File: config.mk
export PLATFORM = sky130hd
export DESIGN_NAME = supply_reset_seq
export DESIGN_NICKNAME = d
export VERILOG_FILES = /design/src/rtl/srs_pkg.sv /design/src/rtl/srs_flag_filter.sv /design/src/rtl/srs_span_cnt.sv /design/src/rtl/supply_reset_seq.sv
export SDC_FILE = /design/constraint.sdc
export NUM_CORES = 1
export LEC_CHECK = 0
export ABC_AREA = 1
export CORE_MARGIN = 1
export CORE_UTILIZATION = 30
export CTS_CLUSTER_DIAMETER = 100
export DETAILED_ROUTE_END_ITERATION = 7
export PLACE_DENSITY_LB_ADDON = 0.3
export SETUP_SLACK_MARGIN = 0.15
export SLEW_MARGIN = 30
export SYNTH_ARGS = -nofsm -noshare
export SYNTH_HDL_FRONTEND = slang
export SYNTH_SLANG_ARGS = --single-unit
File: constraint.sdc
create_clock -name clk -period 1.28 [get_ports clk]
set_clock_uncertainty 0.05 [all_clocks]
set_input_delay 0.256 -clock clk [delete_from_list [all_inputs] [get_ports clk]]
set_output_delay 0.256 -clock clk [all_outputs]
set_load 0.05 [all_outputs]
File: src/rtl/srs_pkg.sv
package srs_pkg;
  typedef enum logic [2:0] {
    ST_LOW     = 3'd0,
    ST_INIT    = 3'd1,
    ST_PERIODS = 3'd2,
    ST_RUN     = 3'd3,
    ST_WDREC   = 3'd4,
    ST_DIPREC  = 3'd5
  } state_t;
endpackage

File: src/rtl/srs_flag_filter.sv
// Two-stage synchroniser plus debounce. An optional blip output pulses when a
// rising attempt from a low level is abandoned before acceptance.
module srs_flag_filter #(
  parameter int   DEB_CYC    = 4,
  parameter bit   RST_LVL    = 1'b0,
  parameter bit   CATCH_BLIP = 1'b0
) (
  input  logic clk,
  input  logic rst,
  input  logic raw_i,
  output logic lvl_o,
  output logic blip_o
);
  localparam int CW = (DEB_CYC > 1) ? $clog2(DEB_CYC) : 1;

  logic          sync1_q, sync2_q, lvl_q;
  logic [CW-1:0] cnt_q;

  always_ff @(posedge clk) begin
    if (rst) begin
      sync1_q <= RST_LVL;
      sync2_q <= RST_LVL;
      lvl_q   <= RST_LVL;
      cnt_q   <= '0;
    end else begin
      sync1_q <= raw_i;
      sync2_q <= sync1_q;
      if (sync2_q == lvl_q) begin
        cnt_q <= '0;
      end else if (cnt_q == CW'(DEB_CYC - 1)) begin
        lvl_q <= sync2_q;
        cnt_q <= '0;
      end else begin
        cnt_q <= cnt_q + 1'b1;
      end
    end
  end

  assign lvl_o = lvl_q;

  generate
    if (CATCH_BLIP) begin : g_blip
      logic blip_q;
      always_ff @(posedge clk) begin
        if (rst) blip_q <= 1'b0;
        else     blip_q <= (sync2_q == lvl_q) && (cnt_q != '0) && !lvl_q;
      end
      assign blip_o = blip_q;
    end else begin : g_noblip
      assign blip_o = 1'b0;
    end
  endgenerate
endmodule

File: src/rtl/srs_span_cnt.sv
// Saturating up-counter with synchronous clear; reached_o once LIMIT counted.
module srs_span_cnt #(
  parameter int LIMIT = 4
) (
  input  logic clk,
  input  logic rst,
  input  logic clr_i,
  input  logic en_i,
  output logic reached_o
);
  localparam int CW = $clog2(LIMIT + 1);

  logic [CW-1:0] cnt_q;

  always_ff @(posedge clk) begin
    if (rst || clr_i)                        cnt_q <= '0;
    else if (en_i && (cnt_q != CW'(LIMIT)))  cnt_q <= cnt_q + 1'b1;
  end

  assign reached_o = (cnt_q == CW'(LIMIT));
endmodule

File: src/rtl/supply_reset_seq.sv
module supply_reset_seq #(
  parameter int DEB_CYC     = 4,
  parameter int INIT_CYC    = 6,
  parameter int STANDBY_CYC = 12,
  parameter int NUM_PERIODS = 4
) (
  input  logic clk,
  input  logic rst,
  input  logic below_det_i,
  input  logic above_rel_i,
  input  logic period_tick_i,
  input  logic wdt_timeout_i,
  output logic rst_n_o,
  output logic wdo_n_o,
  output logic wd_ok_o
);
  import srs_pkg::*;

  state_t state_q, state_d;
  logic   low_lvl, rel_lvl, dip_evt, rel_blip;
  logic   stby_done, init_done, per_done;
  logic   counting;
  logic   rst_n_q, wdo_n_q, ok_q;

  // Detect flag: assume low supply out of reset; catch too-short dips.
  srs_flag_filter #(.DEB_CYC(DEB_CYC), .RST_LVL(1'b1), .CATCH_BLIP(1'b1)) u_low_flt (
    .clk(clk), .rst(rst), .raw_i(below_det_i), .lvl_o(low_lvl), .blip_o(dip_evt)
  );

  srs_flag_filter #(.DEB_CYC(DEB_CYC), .RST_LVL(1'b0), .CATCH_BLIP(1'b0)) u_rel_flt (
    .clk(clk), .rst(rst), .raw_i(above_rel_i), .lvl_o(rel_lvl), .blip_o(rel_blip)
  );

  // Standby measured from the start of the outage.
  srs_span_cnt #(.LIMIT(STANDBY_CYC)) u_stby (
    .clk(clk), .rst(rst), .clr_i(state_q != ST_LOW), .en_i(1'b1), .reached_o(stby_done)
  );

  srs_span_cnt #(.LIMIT(INIT_CYC)) u_init (
    .clk(clk), .rst(rst), .clr_i(state_q != ST_INIT), .en_i(1'b1), .reached_o(init_done)
  );

  assign counting = (state_q == ST_PERIODS) || (state_q == ST_WDREC) || (state_q == ST_DIPREC);

  // One shared period counter for power-on, watchdog and dip recovery.
  srs_span_cnt #(.LIMIT(NUM_PERIODS)) u_period (
    .clk(clk), .rst(rst), .clr_i(!counting), .en_i(period_tick_i), .reached_o(per_done)
  );

  always_comb begin
    state_d = state_q;
    if (low_lvl) begin
      state_d = ST_LOW;
    end else begin
      case (state_q)
        ST_LOW:     if (rel_lvl && stby_done) state_d = ST_INIT;
        ST_INIT:    if (init_done)            state_d = ST_PERIODS;
        ST_PERIODS: if (per_done)             state_d = ST_RUN;
        ST_RUN: begin
          if (dip_evt || rel_blip)            state_d = ST_DIPREC;
          else if (wdt_timeout_i)             state_d = ST_WDREC;
        end
        ST_WDREC:   if (per_done)             state_d = ST_RUN;
        ST_DIPREC:  if (per_done)             state_d = ST_RUN;
        default:                              state_d = ST_LOW;
      endcase
    end
  end

  always_ff @(posedge clk) begin
    if (rst) begin
      state_q <= ST_LOW;
      rst_n_q <= 1'b0;
      wdo_n_q <= 1'b0;
      ok_q    <= 1'b0;
    end else begin
      state_q <= state_d;
      rst_n_q <= (state_d == ST_RUN) || (state_d == ST_WDREC) || (state_d == ST_DIPREC);
      wdo_n_q <= (state_d == ST_RUN) || (state_d == ST_DIPREC);
      ok_q    <= (state_d == ST_RUN);
    end
  end

  assign rst_n_o = rst_n_q;
  assign wdo_n_o = wdo_n_q;
  assign wd_ok_o = ok_q;
endmodule

**After elaboration in Yosys (flattened, before gate mapping)**

Index checks and enable logic that the tools add are counted.

- Register bits after elaboration: 27
- Bits in latches: 0
- RAM bits: 0
- ROM bits: 0
- Input bits: 6
- Output and inout port bits: 3
- Logic and storage cells: 71
- Memories kept: 0

- $add $sub $neg: 5
- Multiply operators: 0
- Divide/modulo/power cells: 0
- $lt $le $gt $ge: 0
- Eq/ne operators: 19
- Shifts and indexed selects: 0
- Muxes and demuxes: 7
- Bitwise logic cells: 2
- Reduce and logical (&&, ||, !) cells: 22

Operators with widths:

| cell | count |
|---|---|
| == test 3 bit (second input constant) | 6 |
| two-way mux 3 bit | 6 |
| one-hot mux 3 bit (4 select lines) | 1 |
| == test 3 x 2 -> 1 bit (second input constant) | 3 |
| OR reduction 3 bit | 3 |
| logical OR 1 bit | 8 |
| adder 3 x 1 -> 3 bit (second input constant) | 2 |
| != test 3 bit (second input constant) | 2 |
| adder 2 x 1 -> 2 bit (second input constant) | 2 |
| adder 4 x 1 -> 4 bit (second input constant) | 1 |
| == test 2 bit (second input constant) | 2 |
| == test 4 bit (second input constant) | 1 |
| logical AND 1 bit | 4 |
| != test 4 bit (second input constant) | 1 |
| AND reduction 2 bit | 2 |
| == test 3 x 1 -> 1 bit (second input constant) | 1 |
| logical NOT 3 bit | 1 |
| != test 3 x 1 -> 1 bit (second input constant) | 1 |
| nonzero test 3 bit | 1 |
| == test 1 bit | 2 |
| logical NOT 1 bit | 2 |
| NOT 1 bit | 2 |
| nonzero test 2 bit | 1 |

**Logic depth before layout (Yosys ltp)**

Gate-level depths: netlist (run 1).

- Depth after elaboration: 8
- Mapped depth: 9
- Gate-level depth less buffers: 9

**Hierarchy**

A second synthesis (run 1) with hierarchy kept.

- Cell total of the unflattened synthesis: 188
- Area, all modules: 1,370.1 um^2

Modules (own cells, without submodules):

| module | instances | cells an instance | area an instance (um^2) | seq. area each (um^2) |
|---|---|---|---|---|
| supply_reset_seq | 1 | 56 | 370.4 | 120.1 |
| srs_span_cnt at u_stby | 1 | 31 | 234.0 | 80.1 |
| srs_flag_filter at u_low_flt | 1 | 24 | 225.2 | 120.1 |
| srs_flag_filter at u_rel_flt | 1 | 25 | 197.7 | 100.1 |
| srs_span_cnt at u_period | 1 | 27 | 175.2 | 60.1 |
| srs_span_cnt at u_init | 1 | 25 | 167.7 | 60.1 |

**Least setup slack after synthesis (run 1)**

Ideal clock, no wire load.

- Kind: flip-flop to flip-flop
- Start point: register u_init.cnt_q[0]
- End point: register rst_n_q, in the netlist rst_n_o
- Setup time: 115 ps
- Data arrival time: 1,045 ps
- Data required time: 1,115 ps
- Slack: 70 ps
- Cell stages (with the launch flop): 9
- Path buffers: 0
- Clock period less this slack: 1,210 ps
- Cell sequence: dfxtp_1 inv_1 ha_1 nand2_1 nor2_1 nor2_1 nand2_1 nand3_1 nand2_1

- Cells in the longest elaborated chain, start to end: 7
- Elaborated cells on any way between the ends: 9
- Those cells by class: eq/ne (4); mux (3); reduce/logical (2)

RTL lines:

| element | RTL line | RTL |
|---|---|---|
| from (decl) | srs_span_cnt.sv:13 | `logic [CW-1:0] cnt_q;` |
| from (signal assigned) | srs_span_cnt.sv:17 | `else if (en_i && (cnt_q != CW'(LIMIT))) cnt_q <= cnt_q + 1'b1;` |
| == test 3 bit (*) | srs_span_cnt.sv:20 | `assign reached_o = (cnt_q == CW'(LIMIT));` |
| two-way mux 3 bit (*) | supply_reset_seq.sv:57 | `ST_INIT: if (init_done) state_d = ST_PERIODS;` |
| one-hot mux 3 bit (4 select lines) (*) | supply_reset_seq.sv:55 | `case (state_q)` |
| two-way mux 3 bit (*) | supply_reset_seq.sv:52 | `if (low_lvl) begin` |
| == test 3 x 2 -> 1 bit or == test 3 bit (tied branches) | supply_reset_seq.sv:78 | `rst_n_q <= (state_d == ST_RUN) \|\| (state_d == ST_WDREC) \|\| (state_d == ST_DIPREC);` |
| logical OR 1 bit | supply_reset_seq.sv:78 |  |
| logical OR 1 bit (*) | supply_reset_seq.sv:78 |  |
| to (signal assigned) | supply_reset_seq.sv:78 |  |
| to (decl) | supply_reset_seq.sv:23 | `logic rst_n_q, wdo_n_q, ok_q;` |

Mark *: on every way between the ends. The rest lies on a longest branch, timed or not.
A chain may end at the register's enable or synchronous reset.

**Worst setup path after layout (run 1)**

Ends and elaborated chain as after synthesis.

==> flow_summary_export.csv, run 1 <==
group,metric,value,unit
setup_path,critPathBufInv,1,
outcome,status,"complete, no violations",
setup_path,cpMostUsedCell,"nor2_1",
floorplan,fp.dieH,65.5,um
setup_path,cp.required,1.41,ns
place,gp_congestion,0.729,
timing,hold_viol,0,
power,p_per_area,863,nW/um^2
detailed_routing,viasPerCell,4.28,
place,placed_area,1460,um^2
grt,grt_pass1_vias,921,
yosys,synth_commonest_cells,"nand2_1, dfxtp_1, inv_1, nor2_1, a21oi_1",
clocking,postCtsHoldBufs,0,
clocking,tritoncts,"yes",
yosys,ys_warn_count,0,
setup_path,cp_cell_sequence,"inv_2 -> ha_4 -> nand2_4 -> nor2_1 -> nor2_1 -> nand2_2 -> nand3_2 -> nand2_1",
setup_path,cp-start-kind,"register",
grt,grt_antenna_before_repair,0,
yosys,syn_area,1210,um^2
power,peakVddDrop,0.649,mV
timing,tightest_slew,0.323,ns
clocking,h-tree-depth,1,
yosys,ys.flop_type,"dfxtp_1",
finish,drive_above_1_share,33.5,%
detailed_routing,ant_nets,0,
clocking,root_buffer,"clkbuf_8",
floorplan,die-area,4290,um^2
yosys,ys_ff_latch,27,
timing,slew-limit-headroom,78.3,%
detailed_routing,vias,1010,
floorplan,dieWidth,65.5,um
finish,final_area,1670,um^2
timing,rsz0062_at_grt,"true",
setup_path,critPathMaxStageDelay,0.34,ns
timing,period_share,91.5,%
yosys,synthCells,162,
yosys,synth_area_leaders,"dfxtp_1, nand2_1, ha_1",
yosys,yosysSeqAreaShare,44.7,%
finish,diodes,0,
timing,max_freq,854,MHz
floorplan,fp.coreArea,3770,um^2
yosys,synth_fp_nets,177,
yosys,synth_area_leader_cell,"dfxtp_1",
grt,grt_pass1_wl,3.55,mm
grt,grt.total_usage,10.6,%
clocking,cts.sinks,27,
timing,fin_tns_setup,0,ns
yosys,avgSynthCellArea,7.46,um^2
clocking,path_clk_slew,0.09,ns
place,dp_hpwl,1.53,mm
worst_hold_path,hold_class,"reg -> reg",
place,port_buffers,8,
yosys,synth_largest_type_area_fraction,44.7,%
finish,final_net_count,204,
floorplan,row_count,22,
yosys,synth_edf_count,0,
timing,min_period,1.17,ns
power,p_leak,0.745,nW
clocking,numCtsBuffers,3,
setup_path,critical_path.max_fanout,3,
finish,syn_to_final_growth,37.9,%
setup_path,worstPathArrival,1.30,ns
job,maxCapViolCount,0,
detailed_routing,drc,0,
yosys,synthDistinctLibCells,19,
setup_path,cp_top_family,"simple AND/OR/NAND/NOR gates",
detailed_routing,drtPass1Iterations,4,
grt,grt_max_degree,16,
grt,overflow,0,
setup_path,path_class,"reg -> reg",
detailed_routing,drtIter0Drc,20,
detailed_routing,wl_per_cell,9.01,um
yosys,ys_async_sr_fraction,0,%
detailed_routing,drt-total-wl,2.13,mm
clocking,clock_latency,0.27,ns
setup_path,cp_slowest_cell,"dfxtp_2",
timing,slew_violations,0,
clocking,clock_path_buffers,2,
setup_path,endpoint_kind,"register",
timing,setup_violations,0,
yosys,synth_most_common_cell,"nand2_1",
floorplan,io_pins,9,
floorplan,initial_utilization,32.1,%
state kept, by name, summed over array words and instances (netlist names):
register and flops:
rst_n_o 1, state_q 3, u_init.cnt_q 3, u_low_flt.blip_o 1
u_low_flt.cnt_q 2, u_low_flt.lvl_o 1, u_low_flt.sync1_q 1, u_low_flt.sync2_q 1
u_period.cnt_q 3, u_rel_flt.cnt_q 2, u_rel_flt.lvl_o 1, u_rel_flt.sync1_q 1
u_rel_flt.sync2_q 1, u_stby.cnt_q 4, wd_ok_o 1, wdo_n_o 1
metal layers:
layer	vias up	part of all wire [%]	GRT usage (%)	wire length (um)
li1	552	-	-	-
met1	444	47	12.5	1010
met2	12	49	18.6	1040
met3	2	3.3	3.13	71
met4	0	0.38	2.45	8
met5	-	0	0	0
layout by cell type (no fill, tap or decap), types with 5 or more instances in the layout:
master	Yosys	final
a21oi_1	12	10
nand2_2	0	5
dfxtp_2	0	5
inv_1	24	16
ha_1	9	6
buf_4	0	15
dfxtp_1	27	19
nor2_1	21	19
clkdlybuf4s50_1	0	5
nand3_1	8	5
inv_2	2	8
nand2_1	41	33
through the flow:
step | setup slack (ns) | power [mW] | hold WS (ns) | util, % | std cells
6_report | 0.108 | 1.44 | 0.356 | 44.2 | 236
5_1_grt | -0.0160 | 1.51 | 0.372 | 44.2 | 236
4_1_cts | 0.0931 | 1.46 | 0.360 | 41.6 | 233
3_5_place_dp | -0.169 | 0.967 | 0.343 | 38.7 | 225
3_3_place_gp | -0.162 | 0.965 | 0.341 | 38.7 | 225
2_1_floorplan | 0.151 | 0.927 | 0.310 | - | 162
what timing repair did:
action                     4_1_cts  5_1_grt
resized for setup               15       26
buffers inserted                 4        3
hold endpoints to repair         0        0
pin swaps                       12       13
setup endpoints to repair       13       19
power breakdown:
part | switching, mW | internal, mW | total, mW
logic | 0.0449 | 0.0569 | 0.102
registers | 0.0104 | 0.849 | 0.860
clock network | 0.259 | 0.218 | 0.477
total | 0.314 | 1.12 | 1.44
path summary, 6_finish.rpt:
kind	from	end	slack, ns	depth (start not counted)
worst max-delay path	u_init.cnt_q[0]$_SDFFE_PP0N_	rst_n_o$_SDFF_PP0_	0.11	8
worst min-delay path	u_rel_flt.sync1_q$_SDFF_PP0_	u_rel_flt.sync2_q$_SDFF_PP0_	0.36	2
worst max register to register	u_init.cnt_q[0]$_SDFFE_PP0N_	rst_n_o$_SDFF_PP0_	0.11	8
worst min register to register	u_rel_flt.sync1_q$_SDFF_PP0_	u_rel_flt.sync2_q$_SDFF_PP0_	0.36	2
worst reg2reg max path, stage by stage (launching register included):
cell and delay, ns:
dfxtp_2 0.34, inv_2 0.05, ha_4 0.16, nand2_4 0.06
nor2_1 0.04, nor2_1 0.14, nand2_2 0.10, nand3_2 0.09
nand2_1 0.05
cells by family (layout without fill, tap and decap cells):
| family | after synthesis | count (layout) | share of synthesized area [%] |
|---|---|---|---|
| simple gates | 77 | 77 | 26.6 |
| flops | 27 | 27 | 44.7 |
| buf+inv | 27 | 53 | 8.39 |
| compound gates | 18 | 18 | 8.07 |
| fa+ha+maj | 9 | 9 | 9.32 |
| xor+xnor | 4 | 4 | 2.90 |
cell type report:
type | instances | area (um^2)
Sequential cell | 27 | 558
Inverter | 26 | 103
Clock inverter | 1 | 5.00
Multi-Input combinational cell | 108 | 677
Fill cell | 389 | 2100
Clock buffer | 3 | 41.3
Timing Repair Buffer | 23 | 223
Tap cell | 48 | 60.1
No activity file was read; power rests on OpenSTA's default activity.
==> run 2, diff against run 1 <==
==> constraint.sdc (replaced) <==
create_clock -name clk -period 1.4 [get_ports clk]
set_clock_uncertainty 0.05 [all_clocks]
set_input_delay 0.28 -clock clk [delete_from_list [all_inputs] [get_ports clk]]
set_output_delay 0.28 -clock clk [all_outputs]
set_load 0.05 [all_outputs]
==> flow_summary_export.csv, run 2 (same netlist as run 1, synthesis figures left out) <==
group,metric,value,unit
floorplan,io_pins,9,
timing,rsz0062_at_grt,"true",
outcome,status,"complete, no violations",
clocking,numCtsBuffers,3,
place,port_buffers,8,
floorplan,fp.dieH,65.5,um
clocking,root_buffer,"clkbuf_8",
floorplan,initial_utilization,32.1,%
clocking,tritoncts,"yes",
timing,tightest_slew,0.337,ns
setup_path,path_class,"reg -> reg",
detailed_routing,drt-total-wl,2.02,mm
timing,hold_viol,0,
timing,period_share,84.7,%
grt,grt_pass1_wl,3.39,mm
detailed_routing,ant_nets,0,
timing,max_freq,843,MHz
timing,slew_violations,0,
finish,stdcell_count,232,
timing,fin_tns_setup,0,ns
grt,grt_antenna_before_repair,0,
power,pwr-share-seq,59.3,%
detailed_routing,viasPerCell,4.25,
clocking,h-tree-depth,1,
floorplan,die-area,4290,um^2
power,power.internal,1.04,mW
detailed_routing,vias,986,
finish,diodes,0,
floorplan,dieWidth,65.5,um
timing,min_period,1.19,ns
place,pre_cts_slack,-0.0681,ns
finish,largest_reg_flops,4,
finish,multi_input_area,636,um^2
finish,regMostFlops,"u_stby.cnt_q",
grt,grt.total_usage,10.2,%
detailed_routing,drtPass1Iterations,3,
place,gp_congestion,0.716,
timing,slew-limit-headroom,77.4,%
power,clockPowerShare,34.3,%
finish,fillers,376,
place,placed_cells,222,
grt,grt_max_degree,18,
setup_path,critical_path.max_fanout,4,
setup_path,worstPathArrival,1.36,ns
power,p_comb_share,6.4,%
timing,setup_violations,0,
setup_path,cp.required,1.57,ns
grt,grt_pass1_vias,880,
floorplan,fp.coreArea,3770,um^2
job,maxCapViolCount,0,
detailed_routing,drc,0,
setup_path,cp-start-kind,"register",
clocking,postCtsHoldBufs,0,
place,dp_hpwl,1.50,mm
power,power.switching,0.294,mW
timing,setup_ws,0.214,ns
finish,syn_to_final_growth,32.2,%
timing,fin_hold_ws,0.355,ns
finish,register_area,557,um^2
setup_path,endpoint_kind,"register",
finish,layout_common_cells,"nand2_1, inv_1, nor2_1",
detailed_routing,drtIter0Drc,17,
finish,mostFrequentLayoutCell,"nand2_1",
grt,overflow,0,
detailed_routing,wl_per_cell,8.71,um
finish,final_net_count,200,
clocking,path_clk_slew,0.10,ns
floorplan,row_count,22,
worst_hold_path,hold_class,"reg -> reg",
finish,drive_above_1_share,26.6,%
clocking,cts.sinks,27,
power,peakVddDrop,0.510,mV
power,p_per_area,832,nW/um^2
clocking,clock_latency,0.27,ns
power,p_sw_share,22.1,%
power,p_leak,0.723,nW
clocking,clock_path_buffers,2,
-- run 2: cell types whose count changed in the layout (fill, tap and decap cells not counted), sizes merged --
| cell | change |
|---|---|
| inv | +1 |
| buf | -4 |
| clkinv | -1 |
-- run 2: critical path, cell delays in order (launching register included) --
cell     delay (ns)
dfxtp_2        0.34
inv_1          0.05
ha_2           0.18
nand2_2        0.11
nand3_2        0.08
a21oi_2        0.17
nand2_1        0.09
nand2_1        0.07
-- run 2: layout make-up --
cell class                      instances  share of cell area, %
Multi-Input combinational cell        108                   39.8
Sequential cell                        27                   34.8
Timing Repair Buffer                   19                   12.1
Inverter                               26                   6.42
Tap cell                               48                   3.76
Clock buffer                            3                   2.58
Clock inverter                          1                  0.548
-- run 2: power by group through the flow --
stage | combinational, mW | sequential [mW] | clock [mW]
after detailed placement | 0.0668 | 0.811 | 0
after global routing | 0.0967 | 0.791 | 0.508
after floorplan | 0.0381 | 0.809 | 0
final | 0.0855 | 0.789 | 0.456
after CTS | 0.0673 | 0.793 | 0.477
after global placement | 0.0672 | 0.811 | 0
-- run 2: repair_timing --
| action | CTS | global route |
|---|---|---|
| endpoints found under the setup margin | 7 | 14 |
| pin swaps | 2 | 11 |
| setup buffers | 0 | 6 |
| gates resized for setup | 7 | 25 |
-- run 2: through the flow --
stage	cell area, um^2	utilization (%)	total power [mW]
2_1_floorplan	1210	-	0.847
3_3_place_gp	1410	37.5	0.879
3_5_place_dp	1410	37.5	0.878
4_1_cts	1480	39.3	1.34
5_1_grt	1600	42.4	1.40
6_report	1600	42.4	1.33
-- run 2: path summary, 6_finish.rpt --
| kind | from | to | slack, ns | depth (start not counted) |
|---|---|---|---|---|
| worst max-delay path | u_period.cnt_q[0]$_SDFFE_PP0P_ | rst_n_o$_SDFF_PP0_ | 0.21 | 7 |
| worst min-delay path | u_rel_flt.sync1_q$_SDFF_PP0_ | u_rel_flt.sync2_q$_SDFF_PP0_ | 0.36 | 2 |
| worst max register to register | u_period.cnt_q[0]$_SDFFE_PP0P_ | rst_n_o$_SDFF_PP0_ | 0.21 | 7 |
| worst min register to register | u_rel_flt.sync1_q$_SDFF_PP0_ | u_rel_flt.sync2_q$_SDFF_PP0_ | 0.36 | 2 |
-- run 2: layer usage --
metal,GRT usage (%),vias to the layer above,part of all wire [%]
li1,-,546,-
met1,12.3,430,48
met2,17.4,8,48
met3,3.13,2,2.8
met4,2.45,0,0.74
met5,0,-,0
==> run 3, diff against run 2 <==
==> constraint.sdc (replaced) <==
create_clock -name clk -period 1.1 [get_ports clk]
set_clock_uncertainty 0.05 [all_clocks]
set_input_delay 0.22 -clock clk [delete_from_list [all_inputs] [get_ports clk]]
set_output_delay 0.22 -clock clk [all_outputs]
set_load 0.05 [all_outputs]
==> flow_summary_export.csv, run 3 (same netlist as run 1, synthesis figures left out) <==
group,metric,value,unit
finish,diodes,0,
clocking,root_buffer,"clkbuf_8",
setup_path,r2r-start,"state_q[2]$_SDFF_PP0_",
clocking,h-tree-depth,1,
place,port_buffers,8,
timing,setup_violations,6,
timing,setup_ws,-0.0985,ns
grt,grt_antenna_before_repair,0,
timing,hold_viol,0,
timing,rsz0062_at_grt,"true",
setup_path,path_class,"reg -> reg",
worst_hold_path,hold_start,"rst",
setup_path,critical_path.max_fanout,6,
timing,fin_tns_setup,-0.405,ns
setup_path,ff2ff_path_depth,3,
detailed_routing,drtIter0Drc,44,
outcome,violations,"negative setup slack",
detailed_routing,drtPass1Iterations,4,
setup_path,worstPathArrival,1.36,ns
setup_path,cp.required,1.26,ns
timing,slew_violations,0,
detailed_routing,drt-total-wl,2.31,mm
finish,fillers,362,
worst_hold_path,min_path_cells,2,
worst_hold_path,min_to,"state_q[1]$_SDFF_PP0_",
clocking,cts.sinks,27,
floorplan,dieWidth,65.5,um
clocking,clock_path_buffers,2,
place,dp_hpwl,1.65,mm
clocking,clock_latency,0.27,ns
detailed_routing,viasPerCell,4.41,
grt,grt_pass1_vias,991,
finish,regMostFlops,"u_stby.cnt_q",
grt,overflow,0,
floorplan,fp.dieH,65.5,um
floorplan,row_count,22,
finish,mostFrequentLayoutCell,"nand2_1",
job,maxCapViolCount,0,
grt,grt_max_degree,16,
finish,largest_reg_flops,4,
clocking,numCtsBuffers,3,
power,p_leak,0.791,nW
timing,slew-limit-headroom,70.4,%
grt,grt_pass1_wl,3.94,mm
detailed_routing,drc,0,
timing,max_freq,834,MHz
clocking,postCtsHoldBufs,0,
detailed_routing,vias,1059,
clocking,tritoncts,"yes",
timing,fin_hold_ws,0.164,ns
power,p_per_area,896,nW/um^2
detailed_routing,wl_per_cell,9.60,um
floorplan,fp.coreArea,3770,um^2
setup_path,cp-start-kind,"register",
floorplan,die-area,4290,um^2
clocking,path_clk_slew,0.09,ns
timing,min_period,1.20,ns
floorplan,io_pins,9,
place,placed_area,1590,um^2
timing,tightest_slew,0.441,ns
setup_path,worst-r2r-setup-slack,-0.1,ns
finish,layout_common_cells,"nand2_1, nor2_1, buf_4",
finish,final_net_count,208,
finish,drive_above_1_share,52.1,%
detailed_routing,ant_nets,0,
finish,syn_to_final_growth,54.1,%
grt,grt.total_usage,12.0,%
finish,final_area,1860,um^2
setup_path,endpoint_kind,"register",
setup_path,r2r-end,"wdo_n_o$_SDFF_PP0_",
timing,period_share,109,%
power,peakVddDrop,0.725,mV
worst_hold_path,hold_class,"in -> reg",
floorplan,initial_utilization,32.1,%
place,gp_congestion,0.776,
outcome,status,"finished, violations left",
[run 3: cell types whose count changed in the layout (fill, tap and decap cells not counted), moves of 6 or more]
| cell | change |
|---|---|
| inv_2 | +8 |
| nor2_1 | -6 |
| nand2_1 | -11 |
| nand2_2 | +7 |
| inv_1 | -8 |
| dfxtp_1 | -7 |
[run 3: how the worst max path moves through the flow]
stage | slack (ns) | endpoint | cells after the start | startpoint
floorplan | -0.003 | rst_n_o$_SDFF_PP0_ | 9 | u_init.cnt_q[0]$_SDFFE_PP0N_
global placement | -0.30 | rst_n_o$_SDFF_PP0_ | 10 | wdt_timeout_i
detailed placement | -0.32 | u_stby.cnt_q[3]$_SDFFE_PP0P_ | 4 | rst
CTS | -0.06 | wdo_n_o$_SDFF_PP0_ | 8 | u_stby.cnt_q[0]$_SDFFE_PP0P_
global route | -0.17 | wdo_n_o$_SDFF_PP0_ | 8 | u_stby.cnt_q[1]$_SDFFE_PP0P_
finish | -0.1 | wdo_n_o$_SDFF_PP0_ | 3 | state_q[2]$_SDFF_PP0_
[run 3: cell type report]
class                           count  area, um^2  area share (%)
Clock buffer                        3        41.3            2.22
Clock inverter                      1        5.00           0.269
Inverter                           26         105            5.64
Multi-Input combinational cell    108         805            43.2
Sequential cell                    27         573            30.8
Tap cell                           48        60.1            3.22
Timing Repair Buffer               27         274            14.7
[run 3: power breakdown]
group | switching, mW | internal [mW] | leakage [nW] | total, mW
registers | 0.0128 | 0.985 | 0.227 | 0.997
logic | 0.0567 | 0.0684 | 0.538 | 0.125
clock network | 0.294 | 0.254 | 0.0255 | 0.547
total | 0.363 | 1.31 | 0.791 | 1.67
[run 3: metrics by stage]
stage               utilization [%]  worst slack (ns)  power [mW]  std cells
floorplan                         -          -0.00278        1.09        162
global placement               42.2            -0.301        1.15        234
detailed placement             42.2            -0.323        1.15        234
CTS                            46.0           -0.0598        1.69        240
global route                   49.4            -0.169        1.75        240
finish                         49.4           -0.0985        1.67        240
[run 3: what timing repair did]
action | CTS | global route
endpoints found under the setup margin | 28 | 28
buffers inserted | 2 | 0
pin swaps | 15 | 18
resized for setup | 23 | 46
[run 3: worst max-delay path, cell delays in order (launching register included)]
cell      delay (ns)
dfxtp_4         0.39
a211oi_1        0.44
nand2_2         0.14
nor2_2          0.12
[run 3: layer usage]
layer  up-vias  track usage, %  part of all wire, %
met1       469            14.0                   46
met2        18            20.1                   49
met4         0            5.43                  1.6
met5         -               0                    0
li1        567               -                    -
met3         5            3.65                  3.2
